## config.mk

```make
export PLATFORM = sky130hd
export DESIGN_NAME = bcd_adder_display
export DESIGN_NICKNAME = d
export VERILOG_FILES = /design/src/rtl/bcd_adder_pkg.sv /design/src/rtl/bcd_digit_check.sv /design/src/rtl/bcd_sum_correct.sv /design/src/rtl/seg7_glyph.sv /design/src/rtl/bcd_adder_display.sv
export SDC_FILE = /design/constraint.sdc
export NUM_CORES = 1
export LEC_CHECK = 0
export ABC_AREA = 1
export BUFFER_PORTS_ARGS = -buffer_cell sky130_fd_sc_hd__buf_4
export CORE_ASPECT_RATIO = 0.5
export CORE_MARGIN = 2
export CORE_UTILIZATION = 30
export DETAILED_ROUTE_END_ITERATION = 8
export PLACE_DENSITY_LB_ADDON = 0.12
export SLEW_MARGIN = 10
export SYNTH_ARGS = -nofsm -noshare
export SYNTH_HDL_FRONTEND = slang
export SYNTH_SLANG_ARGS = --single-unit
```

## constraint.sdc

```tcl
create_clock -name vclk -period 8
set_input_delay 0.8 -clock vclk [all_inputs]
set_output_delay 0.8 -clock vclk [all_outputs]
set_load 0.01 [all_outputs]
```

## src/rtl/bcd_adder_pkg.sv

```systemverilog
package bcd_adder_pkg;
  localparam int DIGIT_W = 4;
  localparam int SUM_W   = DIGIT_W + 1;
  localparam int SEG_W   = 7;
  localparam int NUM_DISP = 4;
  localparam int GLYPH_N = 1 << DIGIT_W;
  localparam logic [DIGIT_W-1:0] MAX_DIGIT = 4'd9;
  localparam logic [DIGIT_W-1:0] DEC_ADJ   = 4'd6;

  // Lit-segment sets, bit 6 = g .. bit 0 = a, active high.
  localparam logic [SEG_W-1:0] GLYPH_ON [GLYPH_N] = '{
    7'h3F, 7'h06, 7'h5B, 7'h4F, 7'h66, 7'h6D, 7'h7D, 7'h07,
    7'h7F, 7'h6F, 7'h40, 7'h40, 7'h40, 7'h40, 7'h40, 7'h40
  };
endpackage

```

## src/rtl/bcd_digit_check.sv

```systemverilog
module bcd_digit_check
  import bcd_adder_pkg::*;
(
  input  logic [DIGIT_W-1:0] digit,
  output logic               is_decimal
);
  // A code above 9 has bit 3 set together with bit 2 or bit 1.
  assign is_decimal = ~(digit[3] & (digit[2] | digit[1]));

  always_comb begin
    assert_flag_vs_value_R2: assert (is_decimal == (digit <= MAX_DIGIT))
      else $error("R2: digit check disagrees for code %0d", digit);
  end
endmodule

```

## src/rtl/bcd_sum_correct.sv

```systemverilog
module bcd_sum_correct
  import bcd_adder_pkg::*;
(
  input  logic [DIGIT_W-1:0] a,
  input  logic [DIGIT_W-1:0] b,
  input  logic               cin,
  output logic [SUM_W-1:0]   total,
  output logic [DIGIT_W-1:0] tens,
  output logic [DIGIT_W-1:0] units
);
  logic over_nine;

  assign total     = {1'b0, a} + {1'b0, b} + {{DIGIT_W{1'b0}}, cin};
  assign over_nine = total[4] | (total[3] & (total[2] | total[1]));
  assign units     = total[3:0] + (over_nine ? DEC_ADJ : '0);
  assign tens      = {{(DIGIT_W-1){1'b0}}, over_nine};

  always_comb begin
    assert_units_decimal_R4: assert (!(total <= 5'd19) || units <= MAX_DIGIT)
      else $error("R4: units %0d not decimal for total %0d", units, total);
    assert_small_pass_R3: assert (!(total <= 5'd9) || (tens == '0 && units == total[3:0]))
      else $error("R3: small total %0d altered", total);
  end
endmodule

```

## src/rtl/seg7_glyph.sv

```systemverilog
module seg7_glyph
  import bcd_adder_pkg::*;
(
  input  logic [DIGIT_W-1:0] digit,
  output logic [SEG_W-1:0]   seg_n
);
  assign seg_n = ~GLYPH_ON[digit];

  always_comb begin
    assert_glyph_visible_R5: assert (seg_n != {SEG_W{1'b1}})
      else $error("R5: glyph for %0d is dark", digit);
  end
endmodule

```

## src/rtl/bcd_adder_display.sv

```systemverilog
module bcd_adder_display
  import bcd_adder_pkg::*;
(
  input  logic [3:0] op_a,
  input  logic [3:0] op_b,
  input  logic       carry_in,
  output logic [4:0] bin_sum,
  output logic [3:0] sum_tens,
  output logic [3:0] sum_units,
  output logic       digit_err,
  output logic [6:0] seg_a,
  output logic [6:0] seg_b,
  output logic [6:0] seg_tens,
  output logic [6:0] seg_units
);
  logic a_ok, b_ok;
  logic [DIGIT_W-1:0] disp_digit [NUM_DISP];
  logic [SEG_W-1:0]   disp_seg   [NUM_DISP];

  bcd_digit_check u_chk_a (.digit(op_a), .is_decimal(a_ok));
  bcd_digit_check u_chk_b (.digit(op_b), .is_decimal(b_ok));
  assign digit_err = ~(a_ok & b_ok);

  bcd_sum_correct u_sum (
    .a(op_a), .b(op_b), .cin(carry_in),
    .total(bin_sum), .tens(sum_tens), .units(sum_units)
  );

  assign disp_digit[0] = op_a;
  assign disp_digit[1] = op_b;
  assign disp_digit[2] = sum_tens;
  assign disp_digit[3] = sum_units;

  for (genvar gi = 0; gi < NUM_DISP; gi++) begin : g_disp
    seg7_glyph u_glyph (.digit(disp_digit[gi]), .seg_n(disp_seg[gi]));
  end

  assign seg_a     = disp_seg[0];
  assign seg_b     = disp_seg[1];
  assign seg_tens  = disp_seg[2];
  assign seg_units = disp_seg[3];

  always_comb begin
    assert_err_flag_R2: assert (digit_err == (op_a > 4'd9 || op_b > 4'd9))
      else $error("R2: error flag wrong for %0d,%0d", op_a, op_b);
    assert_decimal_value_R4: assert (digit_err || ({1'b0, sum_tens} * 5'd10 + {1'b0, sum_units}) == bin_sum)
      else $error("R4: decimal pair does not match total %0d", bin_sum);
    assert_tens_range_R6: assert (sum_tens <= 4'd1)
      else $error("R6: tens digit %0d out of range", sum_tens);
  end
endmodule

```

==> run summary <==
* **Max-Cap Viols** 0
* **number of clock buffers in the layout** 0
* **tightest slew margin relative to the limit** 58.92%
* **crit path launch type** input port
* **final cell area excluding filler cells** 1202 µm²
* **Critical Path Slowest Stage Cell** sky130_fd_sc_hd__fa_1
* **final core area utilization** 44.27%
* **critical path start-end classification** in2out
* **Rows** 13
* **vias in the first global route** 768
* **delay of the slowest cell on the worst path** 0.59 ns
* **Endpoint, Worst Hold** seg_b[1]
* **number of cells on the worst hold path** 4
* **total length of routed wires** 2.027 mm
* **Die Y-Extent** 42.59 µm
* **final setup violation count** 0
* **Die Wd** 81.18 µm
* **leftover overflow at the end of global routing** 0
* **startpoint of the worst setup timing path** op_a[0]
* **cells traversed along the worst timing path** buf_4 > fa_1 > fa_1 > nand2_1 > inv_1 > nor2_1 > o21ai_1 > nand2_1 > ha_1 > inv_1 > fa_1 > inv_1 > nand2_1 > o21ai_0 > nand3_1 > nand2_1 > buf_4
* **Area growth, synth to finish** 34.59%
* **standard cell area after detailed placement** 1202 µm²
* **antenna violations before repair** 0
* **final sequential cell count** 0
* **number of max-slew violations in the final report** 0
* **synth unique cells** 14
* **wire length of the first global-routing pass** 3.415 mm
* **Peak supply drop** 100.2 µV
* **number of setup buffers added after CTS** 0
* **path category of the worst min-delay check** in2out
* **FF/Latch Area** 0 µm²
* **Synth Cell Area** 893.4 µm²
* **core box area** 2716 µm²
* **largest net degree at the start of global routing** 9
* **CP arrival** 3.70 ns
* **fraction of power consumed by the clock network** 0%
* **pwr dens** 165.2 nW/µm²
* **crit end category** output pin
* **Least-Margin Pin Slew** 0.6097 ns
* **achievable clock frequency** 222.2 MHz
* **Leak** 0.7664 nW
* **I/O pin count** 51
* **Yosys warning total** 0
* **Hold Fails Final Rpt** 0
* **final routed wire length divided by cell count** 9.256 µm
* **Pint** 90.97 µW
* **floorplan die area** 3457 µm²
* **DRC Markers** 0
* **worst-path maximum fanout** 7
* **Avg Synthesized Cell Area** 6.161 µm²
* **sequential area share after synthesis** 0%
* **proportion of layout cells with a drive suffix above 1** 27.47%
* **time the final worst path needs with I/O delays and setup** 4.500 ns
* **iteration count of the initial detailed-routing pass** 4
* **net count reported at finish** 217
* **drt initial violations** 15
* **Min-Delay Startpoint** op_b[2]
* **Antenna diodes** 0
* **antenna violation net count after detailed routing** 0
* **worst slack at placement** 3.483 ns
* **number of gates resized after CTS** 0
* **RSZ-0062 raised after global routing** no
* **Starting Density** 32.89%
* **Total Routing Usage GR** 11.77%
* **Syn Inst Count** 145
* **outcome** completed
* **sequential fraction of design power** 0%
* **placer's final routability congestion estimate** 0.7343
* **CP dominant cell by count** sky130_fd_sc_hd__nand2_1
* **setup_tns** 0 ns
* **Detail Placement HPWL** 1.782 mm
* **part of the power in combinational logic** 100.0%
* **Via-to-Cell Ratio** 4.192
* **least setup slack across all paths after layout** 3.500 ns
* **hold bufs inserted after CTS** 0
* **required time worst endpoint** 7.20 ns
* **count of buffers from port buffering** 45
* **switching power total** 107.7 µW
* **share of the clock period used by the worst path after layout** 56.25%
* **Switching Share** 54.21%
* **vias post-DR** 918
* **tightest hold margin** 1.942 ns
-- power by group through the flow --
stage               Clock [mW]  Sequential (mW)  Combinational (mW)
floorplan                    0                0               0.124
global placement             0                0               0.201
detailed placement           0                0               0.202
CTS                          0                0               0.202
global route                 0                0               0.225
finish                       0                0               0.199
-- layout make-up --
type | instances | area [µm²]
multi-input cells | 108 | 709.4
repair buffers | 45 | 337.8
fillers | 302 | 1514
inverters | 29 | 108.9
well taps | 37 | 46.29
-- synthesized netlist by cell type, drive strengths merged --
cell,instances,area [µm²]
nand2,35,133.9
inv,29,108.9
ha,21,262.8
nand3,17,105.1
o21ai,16,80.07
buf,12,90.09
nor2,5,18.77
a21oi,4,20.02
fa,3,60.06
conb,2,7.510
and2,1,6.260
-- routing by layer --
layer	global-route usage, %	up-vias	share of wire (%)
li1	-	507	-
met5	0	-	0
met1	18.85	385	53
met3	0.4310	0	5.0
met4	0	0	0
met2	18.18	26	42
-- kinds of logic (layout without fill, tap and decap cells) --
group | Yosys count | count (layout) | share of synthesized area (%)
adders and majority gates | 24 | 24 | 36.13
AOI/OAI and AO/OA | 20 | 20 | 11.20
buffers and inverters | 41 | 74 | 22.27
and+or+nand+nor | 58 | 58 | 29.55
other | 2 | 6 | 0.8406
-- critical path: cells and delay by family --
family	cells	cell delay, ns
buffers and inverters	5	0.47
AND/OR/NAND/NOR	6	0.64
adder cells (fa/ha/maj)	4	1.63
AO/OA/AOI/OAI	2	0.15
-- metrics by stage --
step	total power, mW	cells
after floorplan	0.1238	149
after global placement	0.2005	219
after detailed placement	0.2015	219
after CTS	0.2019	219
after global routing	0.2249	219
final	0.1987	219
-- worst max-delay path by stage --
stage                     cells after the start           end  slack [ns]
after floorplan                              14  seg_units[5]        3.74
after global placement                       17  seg_units[5]        3.55
after detailed placement                     17  seg_units[5]        3.48
after CTS                                    17  seg_units[5]        3.48
after global routing                         17  seg_units[6]        3.17
final                                        17  seg_units[5]        3.50
-- cell usage in the layout (no fill, tap or decap) --
cell / instances
sky130_fd_sc_hd__nand3_2: 4
sky130_fd_sc_hd__and2_1: 1
sky130_fd_sc_hd__inv_1: 29
sky130_fd_sc_hd__nand2_1: 34
sky130_fd_sc_hd__ha_1: 21
sky130_fd_sc_hd__nor2_1: 5
sky130_fd_sc_hd__a21oi_1: 4
sky130_fd_sc_hd__nand3_1: 13
sky130_fd_sc_hd__fa_1: 3
sky130_fd_sc_hd__conb_1: 6
sky130_fd_sc_hd__buf_4: 45
sky130_fd_sc_hd__o21ai_1: 1
sky130_fd_sc_hd__nand2_2: 1
sky130_fd_sc_hd__o21ai_0: 15
Note: power is estimated with default switching activity, not from simulation.
